$ cat src/rtl/burst_audio_pkg.sv
package burst_audio_pkg;
  typedef struct packed {
    logic shiftEn;   // bit tick while framing is active
    logic selLeft;   // word clock before this tick
  } convStrobes_t;
endpackage

$ cat src/rtl/burst_audio_ctrl.sv
module burst_audio_ctrl
  import burst_audio_pkg::*;
#(
  parameter int DIV  = 2,
  parameter int WORD = 24,
  parameter int GAP  = 16
) (
  input  logic         mclk,
  input  logic         rstN,
  input  logic         srcBitClk,
  input  logic         frameClk,
  output logic         mclkDiv4,
  output logic         bck,
  output logic         wck,
  output convStrobes_t strb
);
  localparam int PW = (DIV > 2) ? $clog2(DIV) : 1;
  localparam int CW = $clog2(WORD);
  localparam int IW = $clog2(GAP + 1);

  logic [1:0]    divCnt;
  logic          srcS1, srcS2, srcPrev;
  logic          frmS1, frmS2, frmPrev;
  logic [PW-1:0] phCnt;
  logic [IW-1:0] idleCnt;
  logic [CW-1:0] wordCnt;
  logic          started;
  logic          srcRise, frmRise, tickRaw, burstStart;

  assign srcRise    = srcS2 & ~srcPrev;
  assign frmRise    = frmS2 & ~frmPrev;
  assign tickRaw    = srcRise && (phCnt == PW'(DIV - 1));
  assign burstStart = frmRise && (idleCnt >= IW'(GAP));
  assign mclkDiv4   = divCnt[1];

  always_ff @(posedge mclk) begin
    if (!rstN) begin
      divCnt <= '0;
      {srcS1, srcS2, srcPrev} <= '0;
      {frmS1, frmS2, frmPrev} <= '0;
    end else begin
      divCnt  <= divCnt + 2'd1;
      srcS1   <= srcBitClk;
      srcS2   <= srcS1;
      srcPrev <= srcS2;
      frmS1   <= frameClk;
      frmS2   <= frmS1;
      frmPrev <= frmS2;
    end
  end

  // bit phase and output bit clock
  always_ff @(posedge mclk) begin
    if (!rstN) begin
      phCnt <= '0;
      bck   <= 1'b0;
    end else if (srcRise) begin
      if (phCnt == PW'(DIV - 1)) begin
        phCnt <= '0;
        bck   <= 1'b0;
      end else begin
        phCnt <= phCnt + PW'(1);
        if (phCnt == PW'(DIV / 2 - 1)) bck <= 1'b1;
      end
    end
  end

  // quiet-gap measurement on the framing line
  always_ff @(posedge mclk) begin
    if (!rstN)                     idleCnt <= IW'(GAP);
    else if (frmRise)              idleCnt <= '0;
    else if (idleCnt < IW'(GAP))   idleCnt <= idleCnt + IW'(1);
  end

  // word counter and word clock
  always_ff @(posedge mclk) begin
    if (!rstN) begin
      wordCnt <= '0;
      wck     <= 1'b0;
      started <= 1'b0;
    end else if (burstStart) begin
      wordCnt <= '0;
      wck     <= 1'b1;
      started <= 1'b1;
    end else if (tickRaw && started) begin
      if (wordCnt == CW'(WORD - 1)) begin
        wordCnt <= '0;
        wck     <= ~wck;
      end else begin
        wordCnt <= wordCnt + CW'(1);
      end
    end
  end

  always_comb begin
    strb.shiftEn = tickRaw && started && !burstStart;
    strb.selLeft = wck;
  end


  wck_change_chk: assert property (@(posedge mclk) disable iff (!rstN)
    (wck != $past(wck)) |-> $past(tickRaw || burstStart));

  word_bound_chk: assert property (@(posedge mclk) disable iff (!rstN)
    wordCnt <= CW'(WORD - 1));

  burst_restart_chk: assert property (@(posedge mclk) disable iff (!rstN)
    burstStart |=> (wck && wordCnt == '0));

  idle_low_chk: assert property (@(posedge mclk) disable iff (!rstN)
    !started |-> !wck);
endmodule

$ cat src/rtl/burst_audio_dp.sv
module burst_audio_dp
  import burst_audio_pkg::*;
#(
  parameter int WORD = 24
) (
  input  logic         mclk,
  input  logic         rstN,
  input  logic         leftIn,
  input  logic         rightIn,
  input  convStrobes_t strb,
  output logic         dataOut
);
  logic            lS1, lS2, rS1, rS2;
  logic [WORD-1:0] rightDly;

  always_ff @(posedge mclk) begin
    if (!rstN) begin
      {lS1, lS2, rS1, rS2} <= '0;
    end else begin
      lS1 <= leftIn;
      lS2 <= lS1;
      rS1 <= rightIn;
      rS2 <= rS1;
    end
  end

  always_ff @(posedge mclk) begin
    if (!rstN) begin
      rightDly <= '0;
      dataOut  <= 1'b0;
    end else if (strb.shiftEn) begin
      rightDly <= {rightDly[WORD-2:0], rS2};
      dataOut  <= strb.selLeft ? lS2 : rightDly[WORD-1];
    end
  end


  data_hold_chk: assert property (@(posedge mclk) disable iff (!rstN)
    !strb.shiftEn |=> $stable(dataOut));
endmodule

$ cat src/rtl/burst_audio_conv.sv
module burst_audio_conv
  import burst_audio_pkg::*;
#(
  parameter int DIV  = 2,
  parameter int WORD = 24,
  parameter int GAP  = 16
) (
  input  logic mclk,
  input  logic rstN,
  input  logic srcBitClk,
  input  logic leftIn,
  input  logic rightIn,
  input  logic frameClk,
  output logic mclkDiv4,
  output logic bck,
  output logic wck,
  output logic dataOut
);
  convStrobes_t strb;

  burst_audio_ctrl #(.DIV(DIV), .WORD(WORD), .GAP(GAP)) ctrl (
    .mclk(mclk), .rstN(rstN), .srcBitClk(srcBitClk), .frameClk(frameClk),
    .mclkDiv4(mclkDiv4), .bck(bck), .wck(wck), .strb(strb));

  burst_audio_dp #(.WORD(WORD)) dp (
    .mclk(mclk), .rstN(rstN), .leftIn(leftIn), .rightIn(rightIn),
    .strb(strb), .dataOut(dataOut));
endmodule

$ cat config.mk
export PLATFORM = sky130hd
export DESIGN_NAME = burst_audio_conv
export DESIGN_NICKNAME = d
export VERILOG_FILES = /design/src/rtl/burst_audio_pkg.sv /design/src/rtl/burst_audio_ctrl.sv /design/src/rtl/burst_audio_dp.sv /design/src/rtl/burst_audio_conv.sv
export SDC_FILE = /design/constraint.sdc
export NUM_CORES = 1
export LEC_CHECK = 0
export ABC_AREA = 1
export BUFFER_PORTS_ARGS = -buffer_cell sky130_fd_sc_hd__buf_2
export CAP_MARGIN = 30
export CORE_ASPECT_RATIO = 0.75
export CORE_MARGIN = 2
export CORE_UTILIZATION = 40
export CTS_CLUSTER_SIZE = 20
export DETAILED_ROUTE_END_ITERATION = 7
export GPL_TIMING_DRIVEN = 1
export PLACE_DENSITY_LB_ADDON = 0.08
export SYNTH_ARGS = -nofsm -noshare
export SYNTH_HDL_FRONTEND = slang
export SYNTH_HIERARCHICAL = 1
export SYNTH_SLANG_ARGS = --single-unit
$ cat constraint.sdc
create_clock -name mclk -period 1.54 [get_ports mclk]
set_input_delay 0.077 -clock mclk [delete_from_list [all_inputs] [get_ports mclk]]
set_output_delay 0.077 -clock mclk [all_outputs]
set_load 0.005 [all_outputs]
==> insert_results.sql, run 1 <==
INSERT INTO impl_metrics (metric_group, metric, value, unit) VALUES
('timing', 'max_slew_violation_count', '0', ''),
('timing', 'timing.final.hold_violations', '0', ''),
('worst_setup_path', 'timing.critical_path.from_type', 'register', ''),
('route', 'first_pass_drt_iterations', '4', ''),
('finish', 'filler_cells_inserted', '459', ''),
('pwr', 'power_per_cell_area', '1060', 'nW/um^2'),
('die', 'die_area', '5260', 'um^2'),
('finish', 'final_net_count', '256', ''),
('synth', 'netlist.area_leader.share', '53.3', '%'),
('timing', 'post-route-worst-setup-slack', '0.137', 'ns'),
('synth', 'syn-num-nets', '243', ''),
('hold_path', 'worstHoldPathType', 'primary input to register', ''),
('status', 'run_status', 'complete, no violations', ''),
('clock_network', 'clockRootBuffer', 'clkbuf_8', ''),
('grt', 'total_routing_resource_utilization_after_global_routing', '12.8', '%'),
('die', 'die_height', '63.3', 'um'),
('timing', 'setup_total_negative_slack', '0', 'ns'),
('timing', 'period_minus_slack', '1.40', 'ns'),
('pwr', 'leakage', '0.997', 'nW'),
('placed_design', 'dp_hpwl', '1.90', 'mm'),
('synth', 'total_of_flip_flops_plus_latches_after_synthesis', '50', ''),
('timing', 'worstMarginPinSlew', '0.277', 'ns'),
('placed_design', 'dp_worst_setup_slack', '0.166', 'ns'),
('route', 'avgViaCountPerCell', '4.42', ''),
('route', 'dr_total_vias', '1353', ''),
('route', 'dr.first_iter.drc_count', '124', ''),
('hold_path', 'hold_path_startpoint', 'rstN', ''),
('die', 'start_util', '41.8', '%'),
('synth', 'synth.top_cells.by_area', 'dfxtp_1 (53%), nor2_1 (12%), nand2_1 (5.8%)', ''),
('synth', 'yosysWarnings', '6', ''),
('worst_setup_path', 'worstSetupEndpointType', 'register', ''),
('die', 'rows', '21', ''),
('die', 'floorplan.io_pins', '10', ''),
('finish', 'share_of_final_layout_standard_cells_stronger_than_drive_strength_1', '9.64', '%'),
('worst_setup_path', 'criticalPathCategory', 'register to register', ''),
('timing', 'setup_viol_count_final', '0', ''),
('synth', 'async_reset_ff_share', '0', '%'),
('clock_network', 'cts_buffer_depth', '2', ''),
('grt', 'number_of_antenna_violations_at_the_first_check_in_global_routing', '0', ''),
('finish', 'ff_latch_area', '1000', 'um^2'),
('pwr', 'ir_drop', '0.456', 'mV'),
('timing', 'grt_setup_unrepaired', 'false', ''),
('placed_design', 'placement.io_buffers', '9', ''),
('die', 'fp.coreArea', '4490', 'um^2'),
('route', 'post_route_wl', '3.04', 'mm'),
('worst_setup_path', 'rrSetupSlack', '0.14', 'ns'),
('worst_setup_path', 'timing.rr.start', 'ctrl/srcS2', ''),
('synth', 'netlist_area', '1880', 'um^2'),
('worst_setup_path', 'worstPathArrival', '1.60', 'ns'),
('finish', 'mostFrequentLayoutCell', 'nor2_1', ''),
('synth', 'synth_cells', '235', ''),
('worst_setup_path', 'critPathMaxFanout', '27', ''),
('finish', 'number_of_antenna_diodes', '0', ''),
('placed_design', 'gp_routability_congestion', '0.705', ''),
('synth', 'postSynth.topFlopCell', 'dfxtp_1', ''),
('timing', 'skew', '0.00775', 'ns'),
('grt', 'grt_pass1_vias', '1223', ''),
('route', 'route.antenna.remaining_nets', '0', ''),
('timing', 'post-route-period-util', '91.1', '%'),
('finish', 'area_taken_by_multi_input_logic_gates', '684', 'um^2'),
('route', 'route.detailed.wl_per_inst', '9.94', 'um'),
('worst_setup_path', 'timing.critical_path.from', 'ctrl/srcS2', ''),
('grt', 'maximum_number_of_pins_on_one_net_before_global_route_repair', '28', ''),
('worst_setup_path', 'required', '1.74', 'ns'),
('grt', 'grt-ovfl-total', '0', ''),
('clock_network', 'clock_sinks', '50', ''),
('clock_network', 'clock_transition_at_the_registers_of_the_reported_paths', '0.09', 'ns'),
('synth', 'yosys.cell_types.count', '21', ''),
('job', 'maxCapViolations', '0', ''),
('die', 'floorplan.die.width', '83.1', 'um'),
('finish', 'syn2layout_area_growth', '10.5', '%'),
('finish', 'layout.core_utilization', '46.2', '%'),
('synth', 'synth-edff-count', '0', ''),
('route', 'drc', '0', ''),
('grt', 'first_pass_grt_wire_length', '5.37', 'mm'),
('clock_network', 'tritoncts', 'built', ''),
('synth', 'synth_area_leader_cell', 'dfxtp_1', ''),
('clock_network', 'clock_latency', '0.31', 'ns'),
('clock_network', 'cts-htree-levels', '2', ''),
('synth', 'synth.avg_cell_area', '7.99', 'um^2'),
('timing', 'max_clock_freq', '713', 'MHz'),
('synth', 'sequential_cell_area_fraction_in_the_yosys_report', '53.3', '%'),
('finish', 'final_cell_mix', 'nor2_1 (60), dfxtp_1 (50), nand2_1 (29)', ''),
('timing', 'relSlewSlack', '81.5', '%'),
('clock_network', 'numCtsBuffers', '5', '');
-- sequential cells by signal, summed over array words and instances, names as in the netlist --
signal	cells
ctrl/srcS2	1
ctrl/srcS1	1
ctrl/started	1
dp/rS1	1
dp/lS2	1
ctrl/bck	1
ctrl/wck	1
ctrl/srcPrev	1
dp/rightDly	24
dp/rS2	1
ctrl/idleCnt	5
dp/dataOut	1
ctrl/frmPrev	1
dp/lS1	1
ctrl/divCnt	2
ctrl/frmS1	1
ctrl/wordCnt	5
ctrl/frmS2	1
-- critical path, cell delays in order (launching register included) --
cell and delay (ns):
dfxtp_1 0.42, nand4_4 0.19, a21oi_2 0.22, buf_12 0.19, inv_6 0.10, nor2_1 0.11, nor2_1 0.06
-- synthesized netlist by cell type, types with 2 or more instances --
cell type  count
nor2_1        60
dfxtp_1       50
nand2_1       29
inv_1         26
o21ai_0       16
a21oi_1       11
o21ai_1       11
nand3_1        7
buf_6          5
nor3_1         5
buf_4          3
buf_2          2
ha_1           2
-- layout make-up --
type / instances / share of cell area, %
Sequential cell: 50 / 48.3
Clock inverter: 1 / 0.241
Clock buffer: 7 / 4.16
Inverter: 27 / 5.13
Tap cell: 57 / 3.44
Multi-Input combinational cell: 148 / 33.0
Timing Repair Buffer: 16 / 5.79
-- repair_timing --
action,CTS,global route
buffers inserted,0,0
resized for setup,0,0
endpoints found under the setup margin,0,0
hold buffers,4,0
endpoints found under the hold margin,4,0
-- final timing paths --
kind | cells after the start | to
min reg2reg | 2 | ctrl/srcS2
max reg2reg | 6 | dp/rightDly[11]
max | 6 | dp/rightDly[11]
min | 3 | ctrl/wordCnt[4]
-- per-stage QoR --
step / instances / power (mW) / cell area [um^2] / hold slack, ns
after CTS: 306 / 2.24 / 2070 / 0.121
final: 306 / 2.20 / 2070 / 0.126
after floorplan: 235 / 1.41 / 1880 / 0.175
after global routing: 306 / 2.30 / 2070 / 0.121
after detailed placement: 294 / 1.44 / 1940 / 0.264
after global placement: 294 / 1.44 / 1940 / 0.257
-- routing by layer --
metal,wire length (um),track usage (%)
met5,0,0
met4,43,5.53
met3,107,5.50
met2,1150,17.7
met1,1740,17.2
-- cells by family after synthesis --
| group | share of synthesized area [%] |
|---|---|
| xor+xnor | 0.467 |
| compound gates | 11.4 |
| fa+ha+maj | 1.33 |
| flops | 53.3 |
| buf+inv | 10.4 |
| simple gates | 23.1 |
-- report_power, final --
group	leakage [nW]	switching, mW	internal (mW)
Clock	0.0482	0.421	0.363
Sequential	0.406	0.0161	1.32
Combinational	0.543	0.0450	0.0364
Total	0.997	0.482	1.71
(Power assumes the default switching activity.)
==> run 2: changes to the inputs <==
BUFFER_PORTS_ARGS = -buffer_cell sky130_fd_sc_hd__buf_4   (was -buffer_cell sky130_fd_sc_hd__buf_2)
==> insert_results.sql, run 2 (synthesis results as in run 1) <==
INSERT INTO impl_metrics (metric_group, metric, value, unit) VALUES
('placed_design', 'dp_hpwl', '1.88', 'mm'),
('timing', 'setup_viol_count_final', '0', ''),
('timing', 'max_slew_violation_count', '0', ''),
('route', 'post_route_wl', '2.89', 'mm'),
('grt', 'grt_pass1_vias', '1259', ''),
('route', 'first_pass_drt_iterations', '4', ''),
('finish', 'largest_registers', 'dp/rightDly x24, ctrl/idleCnt x5, ctrl/wordCnt x5', ''),
('worst_setup_path', 'timing.critical_path.from', 'ctrl/bck', ''),
('die', 'start_util', '41.8', '%'),
('die', 'floorplan.io_pins', '10', ''),
('finish', 'final_net_count', '255', ''),
('timing', 'max_clock_freq', '737', 'MHz'),
('pwr', 'pwr-share-seq', '63.0', '%'),
('route', 'route.antenna.remaining_nets', '0', ''),
('grt', 'first_pass_grt_wire_length', '5.41', 'mm'),
('clock_network', 'post_cts_resize_count', '0', ''),
('finish', 'share_of_final_layout_standard_cells_stronger_than_drive_strength_1', '8.50', '%'),
('pwr', 'power_per_cell_area', '1020', 'nW/um^2'),
('worst_setup_path', 'timing.rr.start', 'ctrl/bck', ''),
('pwr', 'leakage', '0.987', 'nW'),
('route', 'dr.first_iter.drc_count', '84', ''),
('grt', 'total_routing_resource_utilization_after_global_routing', '12.4', '%'),
('clock_network', 'numCtsBuffers', '5', ''),
('worst_setup_path', 'required', '1.73', 'ns'),
('pwr', 'power.net_switching', '0.443', 'mW'),
('finish', 'syn2layout_area_growth', '10.5', '%'),
('job', 'maxCapViolations', '0', ''),
('clock_network', 'tritoncts', 'built', ''),
('pwr', 'combinationalPowerShare', '4.0', '%'),
('grt', 'maximum_number_of_pins_on_one_net_before_global_route_repair', '28', ''),
('worst_setup_path', 'rrSetupSlack', '0.18', 'ns'),
('timing', 'period_minus_slack', '1.36', 'ns'),
('clock_network', 'cts_post_setup_buffers_inserted', '0', ''),
('status', 'run_status', 'complete, no violations', ''),
('pwr', 'switching_share', '21.0', '%'),
('worst_setup_path', 'worstSetupEndpointType', 'register', ''),
('worst_setup_path', 'reg2reg_to', 'dp/rightDly[13]', ''),
('finish', 'largest_reg_flops', '24', ''),
('clock_network', 'cts-htree-levels', '2', ''),
('timing', 'timing.final.hold_violations', '0', ''),
('timing', 'relSlewSlack', '81.9', '%'),
('finish', 'filler_cells_inserted', '445', ''),
('finish', 'final_cell_mix', 'nor2_1 (60), dfxtp_1 (50), nand2_1 (29)', ''),
('route', 'drc', '0', ''),
('finish', 'mostFrequentLayoutCell', 'nor2_1', ''),
('clock_network', 'clockRootBuffer', 'clkbuf_8', ''),
('clock_network', 'clock_sinks', '50', ''),
('placed_design', 'placement.io_buffers', '9', ''),
('placed_design', 'gp_routability_congestion', '0.718', ''),
('worst_setup_path', 'worst_reg2reg_path_length_in_cells', '6', ''),
('die', 'rows', '21', ''),
('timing', 'setup_total_negative_slack', '0', 'ns'),
('worst_setup_path', 'worstPathArrival', '1.55', 'ns'),
('grt', 'grt-ovfl-total', '0', ''),
('route', 'dr_total_vias', '1336', ''),
('placed_design', 'placedInstanceArea', '1960', 'um^2'),
('die', 'fp.coreArea', '4490', 'um^2'),
('worst_setup_path', 'criticalPathCategory', 'register to register', ''),
('finish', 'registers.top_by_ff_count', 'dp/rightDly', ''),
('die', 'die_area', '5260', 'um^2'),
('route', 'avgViaCountPerCell', '4.39', ''),
('finish', 'final_cell_area', '2070', 'um^2'),
('worst_setup_path', 'timing.critical_path.from_type', 'register', ''),
('worst_setup_path', 'cp-endpoint', 'dp/rightDly[13]', ''),
('worst_setup_path', 'critPathMaxFanout', '27', ''),
('hold_path', 'worstHoldPathType', 'primary input to register', ''),
('finish', 'layout.core_utilization', '46.2', '%'),
('finish', 'number_of_antenna_diodes', '0', ''),
('grt', 'number_of_antenna_violations_at_the_first_check_in_global_routing', '0', ''),
('clock_network', 'clock_transition_at_the_registers_of_the_reported_paths', '0.08', 'ns'),
('route', 'route.detailed.wl_per_inst', '9.51', 'um'),
('timing', 'post-route-period-util', '88.1', '%'),
('pwr', 'ir_drop', '0.508', 'mV'),
('clock_network', 'clock_latency', '0.29', 'ns'),
('die', 'floorplan.die.width', '83.1', 'um'),
('timing', 'grt_setup_unrepaired', 'false', ''),
('pwr', 'power.clock.fraction', '33.0', '%'),
('clock_network', 'cts_buffer_depth', '2', ''),
('timing', 'worstMarginPinSlew', '0.271', 'ns'),
('timing', 'skew', '0.00627', 'ns'),
('pwr', 'total_internal_power', '1.67', 'mW'),
('die', 'die_height', '63.3', 'um'),
('clock_network', 'cts_hold_buf', '4', '');
run 2: changes by cell type in the layout (fill, tap and decap cells not counted):
cell and delta:
clkbuf_8 -1, buf_2 -9, clkbuf_1 +1, clkinv_2 -1, buf_4 +8
run 2: cell type report:
type	instances	area [um^2]	share of cell area, %
timing repair buffer	15	135	6.51
tap	57	71.3	3.44
inverter	27	106	5.13
clock buffer	7	76.3	3.68
sequential	50	1000	48.3
multi-input combinational	148	684	33.0
run 2: worst min-delay path by stage:
stage                     depth (start not counted)     start              end  slack, ns
after detailed placement                          3    leftIn           dp/lS1       0.26
after CTS                                         2      rstN  ctrl/idleCnt[4]       0.08
final                                             2      rstN  ctrl/idleCnt[4]       0.09
after floorplan                                   2  frameClk       ctrl/frmS1       0.17
after global placement                            3    leftIn           dp/lS1       0.26
after global routing                              2      rstN  ctrl/idleCnt[4]       0.09
run 2: stage by stage:
step,setup slack (ns),hold WS [ns],power (mW),cells
floorplan,0.267,0.175,1.41,235
global placement,0.200,0.259,1.44,293
finish,0.183,0.0867,2.11,304
CTS,0.161,0.0806,2.14,304
detailed placement,0.182,0.262,1.44,293
global route,0.0202,0.0878,2.23,304
run 2: metal layers:
metal | vias up | global-route usage, % | part of all wire, %
met5 | - | 0 | 0
met4 | 0 | 4.30 | 0.48
li1 | 756 | - | -
met1 | 564 | 17.1 | 58
met2 | 14 | 18.2 | 38
met3 | 2 | 3.93 | 3.4
run 2: power groups by stage:
stage	logic (mW)	clock network, mW	registers, mW
final	0.0844	0.696	1.33
after CTS	0.0856	0.726	1.33
after detailed placement	0.0780	0	1.36
after floorplan	0.0529	0	1.36
after global routing	0.0981	0.793	1.34
after global placement	0.0772	0	1.36
run 2: critical path, cell delays in order, from the launching register on:
cell and delay (ns):
dfxtp_1 0.42, nand4_4 0.18, a21oi_2 0.20, buf_12 0.19, inv_6 0.10, nor2_1 0.10, nor2_1 0.06
==> run 3: changes to the inputs <==
ABC_AREA = unset   (was 1)
CORE_ASPECT_RATIO = unset   (was 0.75)
==> insert_results.sql, run 3 <==
INSERT INTO impl_metrics (metric_group, metric, value, unit) VALUES
('status', 'run_status', 'complete, no violations', ''),
('timing', 'setup_viol_count_final', '0', ''),
('die', 'start_util', '40.8', '%'),
('finish', 'largest_reg_flops', '24', ''),
('synth', 'synthMostInstantiatedCell', 'dfxtp_1', ''),
('clock_network', 'tritoncts', 'built', ''),
('finish', 'syn2layout_area_growth', '13.0', '%'),
('worst_setup_path', 'cp_top_family', 'simple AND/OR/NAND/NOR gates', ''),
('finish', 'layout.core_utilization', '46.1', '%'),
('worst_setup_path', 'criticalPathCategory', 'register to register', ''),
('die', 'floorplan.die.width', '73.0', 'um'),
('worst_setup_path', 'timing.rr.start', 'ctrl/srcS2', ''),
('worst_setup_path', 'required', '1.74', 'ns'),
('grt', 'first_pass_grt_wire_length', '4.80', 'mm'),
('clock_network', 'cts_buffer_depth', '2', ''),
('die', 'die_height', '73.0', 'um'),
('die', 'fp.coreArea', '4660', 'um^2'),
('finish', 'share_of_final_layout_standard_cells_stronger_than_drive_strength_1', '12.2', '%'),
('synth', 'netlist_area', '1900', 'um^2'),
('synth', 'syn-num-nets', '182', ''),
('pwr', 'leakage', '0.765', 'nW'),
('die', 'die_area', '5330', 'um^2'),
('worst_setup_path', 'critPathMaxFanout', '13', ''),
('worst_setup_path', 'worstSetupEndpointType', 'register', ''),
('synth', 'postSynth.topFlopCell', 'dfxtp_1', ''),
('placed_design', 'placement.io_buffers', '9', ''),
('finish', 'post_layout_nonfiller_instances', '243', ''),
('grt', 'number_of_antenna_violations_at_the_first_check_in_global_routing', '0', ''),
('hold_path', 'worstHoldPathType', 'primary input to register', ''),
('synth', 'netlist.area_leader.share', '52.6', '%'),
('job', 'maxCapViolations', '0', ''),
('worst_setup_path', 'critical_path_buf_inv_count', '1', ''),
('placed_design', 'dp_hpwl', '1.80', 'mm'),
('worst_setup_path', 'timing.critical_path.from_type', 'register', ''),
('worst_setup_path', 'cp.depth', '5', ''),
('placed_design', 'place_inst', '230', ''),
('placed_design', 'gp_routability_congestion', '0.678', ''),
('finish', 'number_of_antenna_diodes', '0', ''),
('timing', 'period_minus_slack', '1.41', 'ns'),
('grt', 'grt_pass1_vias', '1094', ''),
('timing', 'grt_setup_unrepaired', 'false', ''),
('synth', 'synth.avg_cell_area', '10.9', 'um^2'),
('worst_setup_path', 'reg2reg_to', 'dp/rightDly[23]', ''),
('clock_network', 'clock_transition_at_the_registers_of_the_reported_paths', '0.09', 'ns'),
('synth', 'synthTopCellsByCount', 'dfxtp_1 (50), mux2i_1 (26), nor2b_1 (26)', ''),
('timing', 'max_clock_freq', '708', 'MHz'),
('timing', 'relSlewSlack', '68.2', '%'),
('timing', 'max_slew_violation_count', '0', ''),
('timing', 'timing.final.hold_violations', '0', ''),
('timing', 'worstMarginPinSlew', '0.471', 'ns'),
('synth', 'async_reset_ff_share', '0', '%'),
('timing', 'setup_total_negative_slack', '0', 'ns'),
('finish', 'mostFrequentLayoutCell', 'dfxtp_1', ''),
('synth', 'synth_area_leader_cell', 'dfxtp_1', ''),
('worst_setup_path', 'cp-endpoint', 'dp/rightDly[23]', ''),
('route', 'route.antenna.remaining_nets', '0', ''),
('finish', 'final_cell_mix', 'dfxtp_1 (49), nor2b_1 (26), mux2i_1 (26)', ''),
('clock_network', 'clock_sinks', '50', ''),
('placed_design', 'placedInstanceArea', '1980', 'um^2'),
('synth', 'synth_cells', '174', ''),
('route', 'avgViaCountPerCell', '4.83', ''),
('clock_network', 'clockRootBuffer', 'clkbuf_8', ''),
('worst_setup_path', 'crit_chain', 'nand4b_4 > nor2_4 > clkbuf_16 > mux2i_1 > nor2b_1', ''),
('die', 'floorplan.io_pins', '10', ''),
('route', 'route.detailed.wl_per_inst', '11.6', 'um'),
('grt', 'grt-ovfl-total', '0', ''),
('finish', 'final_cell_area', '2150', 'um^2'),
('synth', 'sequential_cell_area_fraction_in_the_yosys_report', '52.6', '%'),
('route', 'first_pass_drt_iterations', '2', ''),
('pwr', 'power_per_cell_area', '1030', 'nW/um^2'),
('route', 'drc', '0', ''),
('worst_setup_path', 'critPathMaxStageDelay', '0.39', 'ns'),
('worst_setup_path', 'worst_reg2reg_path_length_in_cells', '5', ''),
('route', 'post_route_wl', '2.82', 'mm'),
('grt', 'total_routing_resource_utilization_after_global_routing', '11.9', '%'),
('synth', 'yosysWarnings', '6', ''),
('worst_setup_path', 'worstPathArrival', '1.61', 'ns'),
('clock_network', 'cts-htree-levels', '2', ''),
('synth', 'synth-edff-count', '0', ''),
('finish', 'largest_registers', 'dp/rightDly x24, ctrl/idleCnt x5, ctrl/wordCnt x5', ''),
('worst_setup_path', 'rrSetupSlack', '0.13', 'ns'),
('timing', 'skew', '0.00493', 'ns'),
('worst_setup_path', 'worst_path_max_delay_cell', 'dfxtp_1', ''),
('die', 'rows', '25', ''),
('clock_network', 'clock_latency', '0.30', 'ns'),
('synth', 'total_of_flip_flops_plus_latches_after_synthesis', '50', ''),
('timing', 'post-route-period-util', '91.7', '%'),
('finish', 'final_net_count', '196', ''),
('grt', 'maximum_number_of_pins_on_one_net_before_global_route_repair', '39', ''),
('route', 'dr.first_iter.drc_count', '29', ''),
('synth', 'yosys.cell_types.count', '28', ''),
('clock_network', 'numCtsBuffers', '5', ''),
('pwr', 'ir_drop', '0.645', 'mV'),
('worst_setup_path', 'timing.critical_path.from', 'ctrl/srcS2', ''),
('finish', 'registers.top_by_ff_count', 'dp/rightDly', ''),
('route', 'dr_total_vias', '1173', ''),
('synth', 'synth.top_cells.by_area', 'dfxtp_1 (53%), mux2i_1 (14%), nor2b_1 (8.5%)', '');
==> run 3: changes by cell type after synthesis, sizes merged, moves of 3 or more <==
cell / delta
nor2: -48
mux2i: +26
nor2b: +26
nand2: -25
inv: -23
o21ai: -20
and2: +9
a21oi: -6
nand3: -6
nor3: -5
buf: -3
nand4b: +3
==> run 3: per-layer routing <==
| layer | part of all wire (%) | wire, um | track usage [%] |
|---|---|---|---|
| met2 | 48 | 1350 | 18.7 |
| met4 | 1.7 | 48 | 4.94 |
| met1 | 46 | 1310 | 13.7 |
| met3 | 4.1 | 115 | 6.08 |
| met5 | 0 | 0 | 0 |
==> run 3: timing repair <==
| item | 4_1_cts | 5_1_grt |
|---|---|---|
| endpoints found under the hold margin | 4 | 0 |
| setup buffers | 0 | 0 |
| resized for setup | 0 | 2 |
| hold buffers | 4 | 0 |
| setup endpoints to repair | 0 | 19 |
==> run 3: worst register-to-register path, stage by stage, from the launching register on <==
cell and delay [ns]:
dfxtp_1 0.39, nand4b_4 0.22, nor2_4 0.23, clkbuf_16 0.21, mux2i_1 0.20, nor2b_1 0.06
==> run 3: layout make-up <==
class | count | area, um^2
clock buffers | 6 | 82.6
clock inverters | 2 | 16.3
fillers | 438 | 2510
inverters | 4 | 15.0
multi-input cells | 111 | 807
flip-flops and latches | 50 | 1000
well taps | 54 | 67.6
repair buffers | 16 | 160
==> run 3: cells by family after synthesis <==
| family | count (synthesis) | synth area share (%) |
|---|---|---|
| mux | 26 | 13.7 |
| flops | 50 | 52.6 |
| simple gates | 62 | 20.1 |
| compound gates | 16 | 4.67 |
| fa+ha+maj | 2 | 1.31 |
| xor+xnor | 5 | 2.30 |
| buf+inv | 13 | 5.39 |
==> run 3: report_power, final <==
part / internal [mW] / total (mW) / switching, mW
logic: 0.0517 / 0.0897 / 0.0381
registers: 1.32 / 1.33 / 0.0148
clock network: 0.370 / 0.803 / 0.433
total: 1.74 / 2.22 / 0.486
==> run 3: how the worst min path moves through the flow <==
stage,endpoint,startpoint,depth (start not counted)
5_1_grt,ctrl/idleCnt[4],rstN,2
4_1_cts,ctrl/idleCnt[4],rstN,2
2_1_floorplan,ctrl/idleCnt[4],rstN,1
6_report,ctrl/idleCnt[4],rstN,2
3_3_place_gp,dp/lS1,leftIn,2
3_5_place_dp,dp/lS1,leftIn,2
==> run 3: through the flow <==
step | total power [mW] | worst slack, ns | hold WS, ns
global route | 2.34 | 0.0171 | 0.140
detailed placement | 1.44 | 0.109 | 0.292
CTS | 2.27 | 0.0916 | 0.116
global placement | 1.44 | 0.154 | 0.286
finish | 2.22 | 0.128 | 0.125
floorplan | 1.41 | 0.116 | 0.153
